<file path="config.mk">
export PLATFORM = sky130hd
export DESIGN_NAME = deb_filter16
export DESIGN_NICKNAME = d
export VERILOG_FILES = /design/src/rtl/deb_pkg.sv /design/src/rtl/deb_sync.sv /design/src/rtl/deb_chan.sv /design/src/rtl/deb_filter16.sv
export SDC_FILE = /design/constraint.sdc
export NUM_CORES = 1
export LEC_CHECK = 0
export ABC_AREA = 1
export ABC_CLOCK_PERIOD_IN_PS = 3700
export BUFFER_PORTS_ARGS = -buffer_cell sky130_fd_sc_hd__buf_2
export CORE_MARGIN = 1
export CORE_UTILIZATION = 30
export CTS_CLUSTER_DIAMETER = 100
export DETAILED_ROUTE_END_ITERATION = 8
export MAX_ROUTING_LAYER = met4
export PLACE_DENSITY = 0.53
export SKIP_CTS_REPAIR_TIMING = 1
export SYNTH_ARGS = -nofsm -noshare
export SYNTH_HDL_FRONTEND = slang
export SYNTH_SLANG_ARGS = --single-unit
</file>
<file path="constraint.sdc">
create_clock -name clk -period 3.7 [get_ports clk]
set_clock_uncertainty 0.15 [all_clocks]
set_input_delay 0.555 -clock clk [delete_from_list [all_inputs] [get_ports clk]]
set_output_delay 0.555 -clock clk [all_outputs]
set_load 0.005 [all_outputs]
</file>
<file path="src/rtl/deb_pkg.sv">
package deb_pkg;
    typedef enum logic {
        CH_IDLE = 1'b0,
        CH_QUAL = 1'b1
    } ch_state_t;
endpackage

</file>
<file path="src/rtl/deb_sync.sv">
module deb_sync #(
    parameter int WIDTH = 16
) (
    input  logic             clk,
    input  logic             rst_n,
    input  logic [WIDTH-1:0] async_i,
    output logic [WIDTH-1:0] sync_o
);
    logic [WIDTH-1:0] meta_q;
    logic [WIDTH-1:0] stable_q;

    always_ff @(posedge clk or negedge rst_n) begin
        if (!rst_n) begin
            meta_q   <= '0;
            stable_q <= '0;
        end else begin
            meta_q   <= async_i;
            stable_q <= meta_q;
        end
    end

    assign sync_o = stable_q;
endmodule

</file>
<file path="src/rtl/deb_chan.sv">
module deb_chan
    import deb_pkg::*;
#(
    parameter int TIME_W = 16
) (
    input  logic              clk,
    input  logic              rst_n,
    input  logic              s_i,
    input  logic              bypass_i,
    input  logic [TIME_W-1:0] time_i,
    output logic              q_o,
    output logic              rise_o,
    output logic              fall_o
);
    ch_state_t         st_q, st_d;
    logic [TIME_W-1:0] cnt_q, cnt_d;
    logic              q_q, q_d;
    logic              rise_q, fall_q;
    logic              accept;

    // next-state and update decision
    always_comb begin
        st_d   = st_q;
        cnt_d  = cnt_q;
        accept = 1'b0;
        unique case (st_q)
            CH_IDLE: begin
                if (s_i != q_q) begin
                    if (bypass_i) begin
                        accept = 1'b1;            // bypass-accept
                    end else begin
                        st_d  = CH_QUAL;          // arm
                        cnt_d = TIME_W'(1);
                    end
                end
            end
            CH_QUAL: begin
                if (s_i == q_q) begin
                    st_d = CH_IDLE;               // abandon
                end else if (bypass_i || cnt_q >= time_i) begin
                    accept = 1'b1;                // accept
                    st_d   = CH_IDLE;
                end else begin
                    cnt_d = cnt_q + TIME_W'(1);
                end
            end
            default: st_d = CH_IDLE;
        endcase
        q_d = accept ? s_i : q_q;
    end

    // state register
    always_ff @(posedge clk or negedge rst_n) begin
        if (!rst_n) begin
            st_q  <= CH_IDLE;
            cnt_q <= '0;
        end else begin
            st_q  <= st_d;
            cnt_q <= cnt_d;
        end
    end

    // output register
    always_ff @(posedge clk or negedge rst_n) begin
        if (!rst_n) begin
            q_q    <= 1'b0;
            rise_q <= 1'b0;
            fall_q <= 1'b0;
        end else begin
            q_q    <= q_d;
            rise_q <= accept & s_i;
            fall_q <= accept & ~s_i;
        end
    end

    assign q_o    = q_q;
    assign rise_o = rise_q;
    assign fall_o = fall_q;


    rise_marks_up_chk: assert property (@(posedge clk) disable iff (!rst_n)
        rise_q |-> (q_q && !$past(q_q)));

    fall_marks_down_chk: assert property (@(posedge clk) disable iff (!rst_n)
        fall_q |-> (!q_q && $past(q_q)));

    pulse_exclusive_chk: assert property (@(posedge clk) disable iff (!rst_n)
        !(rise_q && fall_q));

    filtered_needs_count_chk: assert property (@(posedge clk) disable iff (!rst_n)
        ((q_q != $past(q_q)) && !$past(bypass_i)) |->
            ($past(st_q) == CH_QUAL && $past(cnt_q) >= $past(time_i)));
endmodule

</file>
<file path="src/rtl/deb_filter16.sv">
module deb_filter16
    import deb_pkg::*;
#(
    parameter int N_CH   = 16,
    parameter int TIME_W = 16
) (
    input  logic              clk,
    input  logic              rst_n,
    input  logic [N_CH-1:0]   din,
    input  logic              deb_en,
    input  logic [TIME_W-1:0] deb_time,
    output logic [N_CH-1:0]   dout,
    output logic [N_CH-1:0]   rise_pulse,
    output logic [N_CH-1:0]   fall_pulse
);
    logic              en_q;
    logic [TIME_W-1:0] time_q;
    logic              bypass;
    logic [N_CH-1:0]   din_s;

    // configuration registers, cleared by reset
    always_ff @(posedge clk or negedge rst_n) begin
        if (!rst_n) begin
            en_q   <= 1'b0;
            time_q <= '0;
        end else begin
            en_q   <= deb_en;
            time_q <= deb_time;
        end
    end

    assign bypass = !en_q || (time_q == '0);

    deb_sync #(.WIDTH(N_CH)) u_sync (
        .clk     (clk),
        .rst_n   (rst_n),
        .async_i (din),
        .sync_o  (din_s)
    );

    for (genvar i = 0; i < N_CH; i++) begin : g_ch
        deb_chan #(.TIME_W(TIME_W)) u_ch (
            .clk      (clk),
            .rst_n    (rst_n),
            .s_i      (din_s[i]),
            .bypass_i (bypass),
            .time_i   (time_q),
            .q_o      (dout[i]),
            .rise_o   (rise_pulse[i]),
            .fall_o   (fall_pulse[i])
        );
    end


    pulse_tracks_change_chk: assert property (@(posedge clk) disable iff (!rst_n)
        ((rise_pulse | fall_pulse) == (dout ^ $past(dout))));

    reset_clear_chk: assert property (@(posedge clk)
        !rst_n |-> (dout == '0 && rise_pulse == '0 && fall_pulse == '0));
endmodule

</file>
==> metrics.yaml <==
run_status:
  status: "finished, final reports clean"
power:
  power_switching_mw: 3.06
  swShare: 0.285
  seqPwrFrac: 0.407
  clockPowerShare: 0.474
  irDropWorstVdd_v: 0.000307
  p_per_area_nw_per_um2: 345
  power.leakage_nw: 15.7
  pwr-share-comb: 0.119
  p_int_mw: 7.66
sta:
  setup_viol: 0
  clock.fmax_ghz: 0.331
  rsz0062_at_grt: "false"
  hold_violations: 0
  setup_ws_ps: 681
  slew-limit-headroom: 0.381
  fin_crit_sh: 0.816
  setup_tns_ps: 0
  min_period_ps: 3020
  hold_slack_ps: 193
  drv_slew: 0
  worst_pin_slew_ps: 929
placement:
  port_buffers: 82
  dp_hpwl_um: 52000
  finalWeightedCongestion: 0.869
  pre_cts_slack_ps: 685
layout:
  nNetsFinal: 4334
  drive_gt1_frac: 0.0693
  seq_area_um2: 9230
  syn2layout_area_growth_pct: 12.3
  multiInputGateArea_um2: 15800
  n_fill_cell: 9635
  final_util: 0.342
  num_antenna_cells: 0
die:
  dieArea_um2: 93400
  rows: 110
  die_x_um: 306
  fp.coreArea_um2: 90700
  ios: 83
  start_util: 0.305
  die_y_um: 306
synthesis:
  synth.distinct_cells: 34
  syn_avg_cell_area_um2: 6.98
  synthCells: 3963
  ys_warn_count: 0
  ys_seq_area_frac: 0.334
  synth.largest_area_cell: "dfrtp_1"
  synth.area.top_cells: "dfrtp_1 (33%), nand2_1 (18%), ha_1 (12%)"
  ys_ff_latch: 369
  synth_nets: 4270
  synthesis.area_um2: 27700
  synth_top_area_share: 0.334
critical_path:
  critPathArrivalTime_ps: 3370
  crit_path_end: "g_ch[0].u_ch.cnt_q[11]"
  critPathMostFrequentCell: "buf_4"
  rr_worst_depth: 10
  worstPathCellList: "inv_1, buf_4, nand4_1, nor3_1, a21oi_4, buf_4, buf_4, nand3_4, nand2_1, nand2_1"
  path_class: "flip-flop to flip-flop"
  crit_fanout: 67
  cp.required_ps: 4050
  reg2reg_from: "time_q[6]"
  critPathSlowestCell: "buf_4"
  endpoint_kind: "flip-flop"
  critPathMaxStageDelay_ps: 720
  startpoint: "time_q[6]"
  reg2reg_to: "g_ch[0].u_ch.cnt_q[11]"
  cp-start-kind: "flip-flop"
  r2r_slack_ps: 680
global_routing:
  antenna_found_initial: 0
  grt_pass1_vias: 24100
  grt_max_degree: 83
  grt_use_total: 0.172
  grt.overflow.total: 0
  grt_pass1_wl_um: 128000
routing:
  firstDrtPassIters: 8
  drtAntennaViolNets: 0
  drcViolationCount: 0
  drt_iter0_markers: 1573
  via_count: 25100
  drt-total-wl_um: 76400
  avgRoutedWirePerCell_um: 14.6
  vias_per_cell: 4.78
clocking:
  htreeDepth: 2
  cts_buffer_depth: 3
  root_buffer: "clkbuf_16"
  numCtsBuffers: 51
  clkSinkCount: 369
  clock_latency_ps: 630
  path_clk_slew_ps: 60
  cts_tree: "done"
worst_hold_path:
  hold_path_depth: 0
  hp-class: "flip-flop to flip-flop"
job:
  maxCapViolations: 0
-- metal layers --
layer  vias to the layer above  track usage  part of all wire  routed length [um]
met1                     11500        0.233              0.50               38300
met3                       123       0.0198             0.033                2510
met4                         0       0.0543             0.026                2000
met2                       376        0.266              0.44               33600
met5                         -            -                 0                   0
li1                      13000            -                 -                   -
-- metrics by stage --
stage	instance area (um2)	instances	total power, mW
finish	31100	5244	10.7
global placement	29000	5116	5.68
CTS	30700	5210	10.9
floorplan	27700	3963	5.25
global route	31100	5244	11.3
detailed placement	29000	5116	5.69
-- final cells by class --
type | count | share of cell area
Multi-Input combinational cell | 3007 | 0.509
Inverter | 436 | 0.0527
Sequential cell | 369 | 0.297
Tap cell | 1176 | 0.0474
Clock buffer | 76 | 0.0496
Clock inverter | 18 | 0.00588
Timing Repair Buffer | 162 | 0.0384
-- layout by cell type (no fill, tap or decap), types with 4 or more instances in the layout --
| master | Yosys | final |
|---|---|---|
| nand4_1 | 313 | 313 |
| o21ai_0 | 96 | 96 |
| nor2_2 | 4 | 4 |
| nor2_1 | 489 | 489 |
| nand2_2 | 29 | 29 |
| buf_2 | 38 | 81 |
| clkbuf_8 | 0 | 15 |
| and2_1 | 12 | 12 |
| a21oi_1 | 198 | 197 |
| xnor2_1 | 9 | 9 |
| xor2_1 | 37 | 37 |
| dfrtp_1 | 369 | 369 |
| and2_0 | 8 | 8 |
| o21a_1 | 8 | 8 |
| inv_1 | 418 | 418 |
| nor3_1 | 89 | 89 |
| nand3_1 | 100 | 100 |
| clkbuf_16 | 0 | 52 |
| nand3_2 | 5 | 5 |
| nand2_4 | 10 | 10 |
| or2_2 | 8 | 8 |
| nand3_4 | 11 | 11 |
| nand2_1 | 1293 | 1293 |
| clkinv_1 | 18 | 18 |
| buf_12 | 2 | 7 |
| clkinv_2 | 0 | 12 |
| clkbuf_1 | 29 | 9 |
| buf_4 | 66 | 39 |
| nand3b_1 | 5 | 5 |
| dlygate4sd3_1 | 0 | 34 |
| ha_1 | 272 | 272 |
-- critical path, delay by kind of cell (launching register included) --
family | cells | cell delay [ps]
flip-flops | 1 | 320
AND/OR/NAND/NOR | 5 | 750
AO/OA/AOI/OAI | 1 | 170
buffers and inverters | 4 | 1420
-- worst min path at each step --
stage / from / end / slack [ps]
floorplan: rst_n / en_q / 110
global route: u_sync.meta_q[5] / u_sync.sync_o[5] / 200
finish: u_sync.meta_q[14] / u_sync.sync_o[14] / 190
detailed placement: u_sync.meta_q[5] / u_sync.sync_o[5] / 190
global placement: u_sync.meta_q[4] / u_sync.sync_o[4] / 180
CTS: rst_n / g_ch[14].u_ch.q_o / -280
-- logic make-up (layout without fill, tap and decap cells) --
| kind of cell | Yosys count | in the layout | synth area share |
|---|---|---|---|
| AOI/OAI and AO/OA | 308 | 308 | 0.0569 |
| adders and majority gates | 272 | 272 | 0.123 |
| xor gates and xnor gates | 46 | 46 | 0.0146 |
| DFF | 369 | 369 | 0.334 |
| buffers and inverters | 587 | 692 | 0.0953 |
| and+or+nand+nor | 2381 | 2381 | 0.376 |
-- registers in the layout, indices dropped and copies added, names as in the netlist --
signal / cells
g_ch.u_ch.fall_o: 16
g_ch.u_ch.q_o: 16
g_ch.u_ch.st_q: 16
u_sync.meta_q: 16
en_q: 1
g_ch.u_ch.rise_o: 16
g_ch.u_ch.cnt_q: 256
time_q: 16
u_sync.sync_o: 16
-- power by group through the flow --
stage	logic, mW	clock network (mW)	registers, mW
final	1.27	5.08	4.36
after global routing	1.47	5.43	4.38
after CTS	1.27	5.30	4.36
after detailed placement	1.26	0	4.43
after global placement	1.25	0	4.43
after floorplan	0.894	0	4.36
-- synthesized netlist by cell type, drive strengths merged --
library cell	number
and2	20
buf	122
o21bai	3
clkbuf	29
o21a	8
xnor2	9
nor3b	3
dfrtp	369
or2	8
clkinv	18
ha	272
nand2	1332
nand3	116
nor2	493
xor2	37
nor3	90
nand3b	5
a31oi	3
o21ai	96
nor4	1
inv	418
a21oi	198
nand4	313
(Power assumes the default switching activity.)
